==> src/rtl/subwin_pkg.sv <==
package subwin_pkg;
  localparam int FRAME_W      = 320;
  localparam int FRAME_H      = 240;
  localparam int BASE_WIN     = 24;
  localparam int NUM_SCALES   = 11;
  localparam int FRAC_BITS    = 8;
  localparam int BASE_STEP_FX = 384;  // 1.5 in Q8
  localparam int ADDR_W       = 32;

  localparam int X_W    = $clog2(FRAME_W);
  localparam int Y_W    = $clog2(FRAME_H);
  localparam int LIN_W  = $clog2(FRAME_W * FRAME_H);
  localparam int SCL_W  = $clog2(NUM_SCALES);
  localparam int SIZE_W = $clog2(FRAME_H + 1);

  // ratio 5/4 applied s times in fixed point
  function automatic int ladder_fx(input int base_fx, input int s);
    int v;
    v = base_fx;
    for (int i = 0; i < s; i++) v = (v * 5) / 4;
    return v;
  endfunction

  function automatic int fx_round(input int v);
    return (v + (1 << (FRAC_BITS - 1))) >>> FRAC_BITS;
  endfunction

  function automatic int scale_size(input int s);
    return fx_round(ladder_fx(BASE_WIN << FRAC_BITS, s));
  endfunction

  function automatic int scale_step(input int s);
    int r;
    r = fx_round(ladder_fx(BASE_STEP_FX, s));
    return (r < 1) ? 1 : r;
  endfunction
endpackage

==> src/rtl/subwin_scale_rom.sv <==
module subwin_scale_rom
  import subwin_pkg::*;
(
  input  logic [SCL_W-1:0]  scl_i,
  output logic [SIZE_W-1:0] size_o,
  output logic [SIZE_W-1:0] step_o
);
  logic [SIZE_W-1:0] size_tab [NUM_SCALES];
  logic [SIZE_W-1:0] step_tab [NUM_SCALES];

  for (genvar g = 0; g < NUM_SCALES; g++) begin : g_ent
    localparam int SZ = scale_size(g);
    localparam int ST = scale_step(g);
    assign size_tab[g] = SIZE_W'(SZ);
    assign step_tab[g] = SIZE_W'(ST);
  end

  always_comb begin
    size_o = size_tab[0];
    step_o = step_tab[0];
    for (int i = 0; i < NUM_SCALES; i++) begin
      if (scl_i == SCL_W'(i)) begin
        size_o = size_tab[i];
        step_o = step_tab[i];
      end
    end
  end
endmodule

==> src/rtl/subwin_axis.sv <==
module subwin_axis
  import subwin_pkg::*;
#(
  parameter int EXTENT = 320,
  parameter int POS_W  = 9,
  parameter int BASE_W = 17,
  parameter int STRIDE = 1
) (
  input  logic              clk_i,
  input  logic              rst_ni,
  input  logic              clr_i,
  input  logic              adv_i,
  input  logic [SIZE_W-1:0] step_i,
  input  logic [SIZE_W-1:0] size_i,
  output logic [POS_W-1:0]  pos_o,
  output logic [BASE_W-1:0] base_o,
  output logic              wrap_o
);
  localparam int SUM_W = POS_W + 2;

  logic [POS_W-1:0]  pos_q;
  logic [BASE_W-1:0] base_q;

  // next window would cross the frame edge
  assign wrap_o = (SUM_W'(pos_q) + SUM_W'(step_i) + SUM_W'(size_i)) > SUM_W'(EXTENT);

  always_ff @(posedge clk_i or negedge rst_ni) begin
    if (!rst_ni) begin
      pos_q  <= '0;
      base_q <= '0;
    end else if (clr_i || (adv_i && wrap_o)) begin
      pos_q  <= '0;
      base_q <= '0;
    end else if (adv_i) begin
      pos_q  <= pos_q + POS_W'(step_i);
      base_q <= base_q + BASE_W'(step_i) * BASE_W'(STRIDE);
    end
  end

  assign pos_o  = pos_q;
  assign base_o = base_q;

  a_r5_pos_in_frame: assert property (@(posedge clk_i) disable iff (!rst_ni)
    SUM_W'(pos_q) < SUM_W'(EXTENT));

  a_r6_base_tracks_pos: assert property (@(posedge clk_i) disable iff (!rst_ni)
    base_q == BASE_W'(pos_q) * BASE_W'(STRIDE));
endmodule

==> src/rtl/subwin_scanner.sv <==
module subwin_scanner
  import subwin_pkg::*;
(
  input  logic              clk_i,
  input  logic              rst_ni,
  input  logic              start_i,
  input  logic              ready_i,
  output logic              valid_o,
  output logic [31:0]       addr_o,
  output logic [SIZE_W-1:0] win_size_o,
  output logic              last_o
);
  localparam logic [SCL_W-1:0] LAST_SCL = SCL_W'(NUM_SCALES - 1);
  localparam int PAD_W = ADDR_W - SCL_W - LIN_W;

  logic             run_q;
  logic [SCL_W-1:0] scl_q;
  logic [SIZE_W-1:0] size_w, step_w;
  logic [X_W-1:0]   x_pos;
  logic [Y_W-1:0]   y_pos;
  logic [LIN_W-1:0] x_base, y_base;
  logic             x_wrap, y_wrap;
  logic             go, fire, scl_done;

  assign go       = start_i && !run_q;
  assign fire     = run_q && ready_i;
  assign scl_done = fire && x_wrap && y_wrap;

  subwin_scale_rom u_rom (
    .scl_i  (scl_q),
    .size_o (size_w),
    .step_o (step_w)
  );

  subwin_axis #(.EXTENT(FRAME_W), .POS_W(X_W), .BASE_W(LIN_W), .STRIDE(1)) u_col (
    .clk_i  (clk_i),
    .rst_ni (rst_ni),
    .clr_i  (go),
    .adv_i  (fire),
    .step_i (step_w),
    .size_i (size_w),
    .pos_o  (x_pos),
    .base_o (x_base),
    .wrap_o (x_wrap)
  );

  subwin_axis #(.EXTENT(FRAME_H), .POS_W(Y_W), .BASE_W(LIN_W), .STRIDE(FRAME_W)) u_row (
    .clk_i  (clk_i),
    .rst_ni (rst_ni),
    .clr_i  (go),
    .adv_i  (fire && x_wrap),
    .step_i (step_w),
    .size_i (size_w),
    .pos_o  (y_pos),
    .base_o (y_base),
    .wrap_o (y_wrap)
  );

  always_ff @(posedge clk_i or negedge rst_ni) begin
    if (!rst_ni) begin
      run_q <= 1'b0;
      scl_q <= '0;
    end else if (go) begin
      run_q <= 1'b1;
      scl_q <= '0;
    end else if (scl_done) begin
      if (scl_q == LAST_SCL) begin
        run_q <= 1'b0;
        scl_q <= '0;
      end else begin
        scl_q <= scl_q + 1'b1;
      end
    end
  end

  assign valid_o    = run_q;
  assign addr_o     = {{PAD_W{1'b0}}, scl_q, y_base + x_base};
  assign win_size_o = size_w;
  assign last_o     = run_q && (scl_q == LAST_SCL) && x_wrap && y_wrap;

  a_r5_window_fits: assert property (@(posedge clk_i) disable iff (!rst_ni)
    valid_o |-> ((11'(x_pos) + 11'(size_w)) <= 11'(FRAME_W)) &&
                ((11'(y_pos) + 11'(size_w)) <= 11'(FRAME_H)));

  a_r7_stall_holds: assert property (@(posedge clk_i) disable iff (!rst_ni)
    (valid_o && !ready_i) |=> (valid_o && $stable(addr_o) && $stable(win_size_o) && $stable(last_o)));

  a_r8_last_ends_scan: assert property (@(posedge clk_i) disable iff (!rst_ni)
    (valid_o && ready_i && last_o) |=> !valid_o);

  a_r11_no_bubble: assert property (@(posedge clk_i) disable iff (!rst_ni)
    (valid_o && ready_i && !last_o) |=> valid_o);

  a_r3_scale_rises: assert property (@(posedge clk_i) disable iff (!rst_ni)
    (valid_o && ready_i && !last_o) |=> (scl_q >= $past(scl_q)));
endmodule

==> config.mk <==
export PLATFORM = sky130hd
export DESIGN_NAME = subwin_scanner
export DESIGN_NICKNAME = d
export VERILOG_FILES = /design/src/rtl/subwin_pkg.sv /design/src/rtl/subwin_scale_rom.sv /design/src/rtl/subwin_axis.sv /design/src/rtl/subwin_scanner.sv
export SDC_FILE = /design/constraint.sdc
export NUM_CORES = 1
export LEC_CHECK = 0
export BUFFER_PORTS_ARGS = -buffer_cell sky130_fd_sc_hd__buf_2
export CORE_MARGIN = 4
export CORE_UTILIZATION = 55
export DETAILED_ROUTE_END_ITERATION = 6
export PLACE_DENSITY = 0.75
export SETUP_SLACK_MARGIN = 0.4
export SLEW_MARGIN = 0
export SYNTH_ARGS = -nofsm -noshare
export SYNTH_HDL_FRONTEND = slang
export SYNTH_SLANG_ARGS = --single-unit
export TNS_END_PERCENT = 5
==> constraint.sdc <==
create_clock -name clk_i -period 7.21 [get_ports clk_i]
set_input_delay 0.721 -clock clk_i [delete_from_list [all_inputs] [get_ports clk_i]]
set_output_delay 0.721 -clock clk_i [all_outputs]
set_load 0.05 [all_outputs]
Word level (Yosys, flattened, before mapping)
Index checks and enable logic that the tools add are counted.
{"block": "totals", "in_bits": 4, "elab_cells": 76, "out_inout_bits": 42, "ff_bits": 56}
{"block": "classes", "n_addsub": 10, "eq_ne": 10, "n_reduce_logical": 15, "mul": 1, "n_lt_le_gt_ge": 2, "mux": 32}
{"cell": "8-bit two-way mux", "count": 11}
{"cell": "17-bit two-way mux", "count": 4}
{"cell": "17-bit adder", "count": 2}
{"cell": "4-bit two-way mux", "count": 6}
{"cell": "9-bit two-way mux", "count": 2}
{"cell": "17-bit by 4-bit adder with 17-bit output", "count": 1}
{"cell": "4-bit by 3-bit equality test with 1-bit output (second input constant)", "count": 4}
{"cell": "3-bit two-way mux", "count": 5}
{"cell": "4-bit equality test (second input constant)", "count": 3}
{"cell": "11-bit by 8-bit adder with 11-bit output", "count": 1}
{"cell": "11-bit by 9-bit greater-than comparator with 1-bit output (second input constant)", "count": 1}
{"cell": "10-bit by 8-bit adder with 10-bit output", "count": 1}
{"cell": "9-bit by 4-bit adder with 10-bit output", "count": 1}
{"cell": "10-bit by 8-bit greater-than comparator with 1-bit output (second input constant)", "count": 1}
{"cell": "8-bit by 4-bit adder with 9-bit output", "count": 1}
{"cell": "9-bit by 4-bit adder with 9-bit output", "count": 1}
{"cell": "8-bit by 4-bit adder with 8-bit output", "count": 1}
{"cell": "4-bit by 2-bit equality test with 1-bit output (second input constant)", "count": 2}
{"cell": "2-bit nonzero test", "count": 4}
{"cell": "1-bit logical AND", "count": 7}
{"cell": "4-bit by 3-bit multiplier with 7-bit output (second input constant)", "count": 1}
{"cell": "4-bit by 1-bit adder with 4-bit output (second input constant)", "count": 1}
{"cell": "4-bit by 1-bit equality test with 1-bit output (second input constant)", "count": 1}
{"cell": "1-bit two-way mux", "count": 4}
{"cell": "other kinds (3)", "count": 4}

Longest topological paths before layout
{"block": "logic_depth", "depth_word": 17, "mapped_depth": 23, "depth_no_buf": 21}

By module
A second synthesis with hierarchy kept.
{"block": "hier_totals", "cells_unflattened": 711, "area_unflattened_um2": 6276.0}
{"module": "subwin_axis at u_row", "n_inst": 1, "seq_area_each_um2": 475.5, "cells_per_inst": 266, "area_each_um2": 2386.0}
{"module": "subwin_axis at u_col", "n_inst": 1, "seq_area_each_um2": 650.6, "cells_per_inst": 249, "area_each_um2": 2367.3}
{"module": "subwin_scanner", "n_inst": 1, "seq_area_each_um2": 125.1, "cells_per_inst": 152, "area_each_um2": 1187.4}
{"module": "subwin_scale_rom", "n_inst": 1, "seq_area_each_um2": 0.0, "cells_per_inst": 44, "area_each_um2": 335.3}

Worst setup path before layout
No wires, ideal clock.
{"block": "synth_timing", "path_kind": "register to output", "startpoint": "register scl_q[3]", "endpoint": "output last_o", "stages_incl_launch_ff": 19, "t_arrival_ns": 5.424, "required_time_ns": 6.489, "n_path_buf": 2, "path_slack_ns": 1.065, "path_cell_list": "dfrtp_1 clkbuf_1 or2_2 nor2_1 a21oi_1 nor2_1 a221oi_1 inv_1 fa_1 nor2b_1 o21a_1 o22ai_1 a211o_1 nor4_1 nand3_1 a22o_1 buf_2 nor3_1 and2_1"}
{"block": "synth_via", "elab_chain_len": 15, "elab_cells_between_ends": 37, "cone_classes": "4 x add/sub; 2 x order compare; 10 x eq/ne; 18 x mux; 3 x reduce/logical"}
{"element": "start: declaration", "line_no": "subwin_scanner.sv:17", "rtl": "logic [SCL_W-1:0] scl_q;"}
{"element": "start signal: assignment", "line_no": "subwin_scanner.sv:71", "rtl": "scl_q <= scl_q + 1'b1;"}
{"element": "4-bit by 1-bit equality test with 1-bit output", "line_no": "subwin_scale_rom.sv:22", "rtl": "if (scl_i == SCL_W'(i)) begin"}
{"element": "3-bit two-way mux", "line_no": "subwin_scale_rom.sv:22"}
{"element": "8-bit two-way mux (8 in a row)", "line_no": "subwin_scale_rom.sv:22"}
{"element": "8-bit two-way mux (*)", "line_no": "subwin_scale_rom.sv:22"}
{"element": "named net win_size_o[1]", "line_no": "subwin_scanner.sv:10", "rtl": "output logic [SIZE_W-1:0] win_size_o,"}
{"element": "11-bit by 8-bit adder with 11-bit output", "line_no": "subwin_axis.sv:25", "rtl": "assign wrap_o = (SUM_W'(pos_q) + SUM_W'(step_i) + SUM_W'(size_i)) > SUM_W'(EXTENT);"}
{"element": "11-bit by 9-bit greater-than comparator with 1-bit output", "line_no": "subwin_axis.sv:25"}
{"element": "1-bit logical AND", "line_no": "subwin_scanner.sv:79", "rtl": "assign last_o = run_q && (scl_q == LAST_SCL) && x_wrap && y_wrap;"}
{"element": "1-bit logical AND (*)", "line_no": "subwin_scanner.sv:79"}
{"element": "end: declaration", "line_no": "subwin_scanner.sv:11", "rtl": "output logic last_o"}
Mark *: on every way through the listed nets, which the timed path passes. The rest lies on a longest branch.

Worst setup path in the final report
{"block": "layout_timing", "startpoint": "register scl_q[2]", "endpoint": "output last_o"}
{"block": "layout_via", "elab_chain_len": 15, "elab_cells_between_ends": 37, "cone_classes": "4 x add/sub; 2 x order compare; 10 x eq/ne; 18 x mux; 3 x reduce/logical"}
{"element": "parallel branches: the longest is 14 deep, another holds 11-bit by 8-bit adder with 11-bit output"}
{"element": "1-bit logical AND (*)", "line_no": "subwin_scanner.sv:79"}
Every way passes the cells marked *.

==> metrics.cfg <==
[status]
outcome=finished, final reports clean

[logic_synthesis]
avgSynthCellArea_sq_um=8.54
ys_top_cells_by_count=nand2_1, dfrtp_1, ha_1, nor2_1, a21oi_1
synth_ff_type=dfrtp_1
synth_top_family_by_area=compound AO/OA/AOI/OAI gates
synth_edf_count=0
async_flop_share_pct=100
synth_xor_area_share_pct=8.91
synth_area_sq_mm=0.00462
synth_top_cells_by_area=dfrtp_1, ha_1, nand2_1
synth_compound_area_share_pct=20.2
yosys_warnings=0
synth.most_common_cell=nand2_1
synthAdderAreaFrac_pct=16.8
synth.distinct_cells=68
synth_top_cell_area_share_pct=27.1
ys_seq_elements=50
yosys.area_share.simple_pct=19.5
synthesis.instances=541
synth.largest_area_cell=dfrtp_1
ys_seq_area_share_pct=27.1
synthMuxAreaShare_pct=0.460

[die]
rows=33
coreArea_sq_mm=0.00818
ios=46
initial_core_util_pct=56.5
die-area_sq_mm=0.00993
fp.dieW_um=99.6
die_h_um=99.6

[clocking]
clock-sinks=50
cts_inserted_buffers=5
clock_latency_ns=0.31
ctsResizeCount=0
tritoncts=done
ctsHtreeMaxLevel=2
clockBufferDepth=2
cts_root_buffer=clkbuf_8
holdBufCountCts=0
post_cts_buffers=0
clk_pin_slew_ns=0.10

[cells_and_area]
drive_gt1_share_pct=11.8
areaGrowthSynthToFinish_pct=5.58
diodes=0
layout.nets=620
final_core_util_pct=59.7
fin_cells=665
stdcell_area_sq_mm=0.00488

[place]
dpl_worst_slack_ns=1.32
dpl.hpwl_um=7640
dpl_cell_area_sq_mm=0.00477
dp_cells=657
port_buffers=34
gp_congestion=0.856

[route]
wire_per_inst_um=15.0
routed_via_density=5.77
drtAntennaViolNets=0
drc=0
drt_iter0_markers=210
firstDrtPassIters=4
via_count=3835
routed_wl_um=10000

[timing]
hold_violations=0
whs_ns=0.507
fin_ws_ns=0.915
worstMarginPinSlew_ns=0.861
skew_ns=0.0107
maxSlewViolCount=0
fmax_mhz=159
fin_crit_sh_pct=87.3
min_period_ns=6.29
finalSetupTns_ns=0
rsz0062_at_grt=false
max-slew-margin-rel_pct=42.6
setup_viol=0

[power]
powerDensity_mw_per_mm2=180
leakage_nw=2.41
peakVddDrop_mv=0.141
total_power_mw=0.876

[grt]
grt_pass1_vias=3634
grt_pass1_wl_um=17000
gr-usage-all-layers_pct=20.9
grt_max_degree=51
overflow=0
antenna_found_initial=0

[critical_path]
worstPathArrival_ns=5.57
rrSetupSlack_ns=1.61
crit_type=reg2out
critical_path.slowest_cell=o21ai_0
worstPathMaxFanout=11
crit_top_cell=nand2_1
cp_num_buf_inv=3
cp_slowest_stage_delay_ns=0.63
start_kind=flip-flop
cp_top_family=simple AND/OR/NAND/NOR gates
cp.required_ns=6.49
crit_path_end_kind=primary output
critical_path.cell_chain=inv_1 > nand2_1 > o21ai_0 > ha_1 > inv_1 > fa_1 > nand2b_1 > nand2b_1 > a21oi_1 > xnor2_1 > ha_1 > a21oi_2 > nand2_1 > or3_4 > a2111oi_4 > nor3_2 > or4_4 > nand2_1 > nor3_1 > and2_1 > buf_2

[worst_hold_path]
hp-class=in2async

[flow_run]
drv_cap=0

-- worst register-to-register path: stages (launching register included) --
cell,delay [ns]
dfrtp_1,0.50
inv_1,0.17
nand2_1,0.13
o21ai_0,0.63
ha_1,0.30
inv_1,0.06
fa_1,0.38
nand2b_1,0.19
nand2b_1,0.08
a21oi_1,0.13
xnor2_1,0.24
ha_1,0.33
a21oi_2,0.14
nand2_1,0.09
or3_4,0.38
a2111oi_4,0.40
nor3_2,0.11
o41a_4,0.40
a21oi_4,0.60
o41ai_1,0.20
-- routing by layer --
layer  global-route usage (%)  wire length, um  vias up
met5                        0                0        -
met4                     5.46              121        0
met3                     2.10              334        9
met2                     33.9             4690       80
met1                     29.9             4860     1831
li1                         -                -     1915
-- layout by cell type, fill, tap and decap left out, types with 8 or more instances in the layout --
master	instances
nor3_1	8
xnor2_1	23
o21ai_0	19
buf_2	34
inv_1	31
nor2b_1	15
dfrtp_1	50
a21o_1	8
xor2_1	24
ha_1	50
nand2_1	58
conb_1	11
nand3_1	17
nor2_1	48
a21oi_1	34
-- report_power, final --
| part | switching (mW) | internal (mW) | leakage [nW] |
|---|---|---|---|
| logic | 0.218 | 0.117 | 1.69 |
| registers | 0.0320 | 0.307 | 0.674 |
| clock network | 0.0986 | 0.104 | 0.0524 |
| total | 0.348 | 0.528 | 2.41 |
-- path summary, 6_finish.rpt --
path | startpoint | endpoint | depth (start not counted)
setup / recovery | scl_q[2] | last_o | 21
hold / removal | rst_ni | u_col.base_o[14] | 2
setup reg to reg | scl_q[2] | u_row.base_o[8] | 19
hold reg to reg | u_row.pos_o[2] | u_row.pos_o[2] | 2
max in group asynchronous | rst_ni | u_col.base_o[3] | 2
min in group clk_i | u_row.pos_o[2] | u_row.pos_o[2] | 2
-- flip-flops by register name, indices dropped and copies added, names as in the netlist --
register,flops
scl_q,4
u_col.base_o,17
u_col.pos_o,9
u_row.base_o,11
u_row.pos_o,8
valid_o,1
-- layout make-up --
cell class                      count  area, sq um
Inverter                           31          116
Clock inverter                      1         30.0
Timing Repair Buffer               36          185
Fill cell                         728         3300
Clock buffer                        7         76.3
Sequential cell                    50         1250
Tap cell                          105          131
Multi-Input combinational cell    435         3090
-- logic make-up after synthesis --
| logic type | count (synthesis) |
|---|---|
| simple gates | 186 |
| compound gates | 131 |
| buf+inv | 66 |
| fa+ha+maj | 58 |
| flops | 50 |
| xor+xnor | 47 |
| mux | 2 |
| other cells | 1 |
Power figures use the tool's default switching activity.
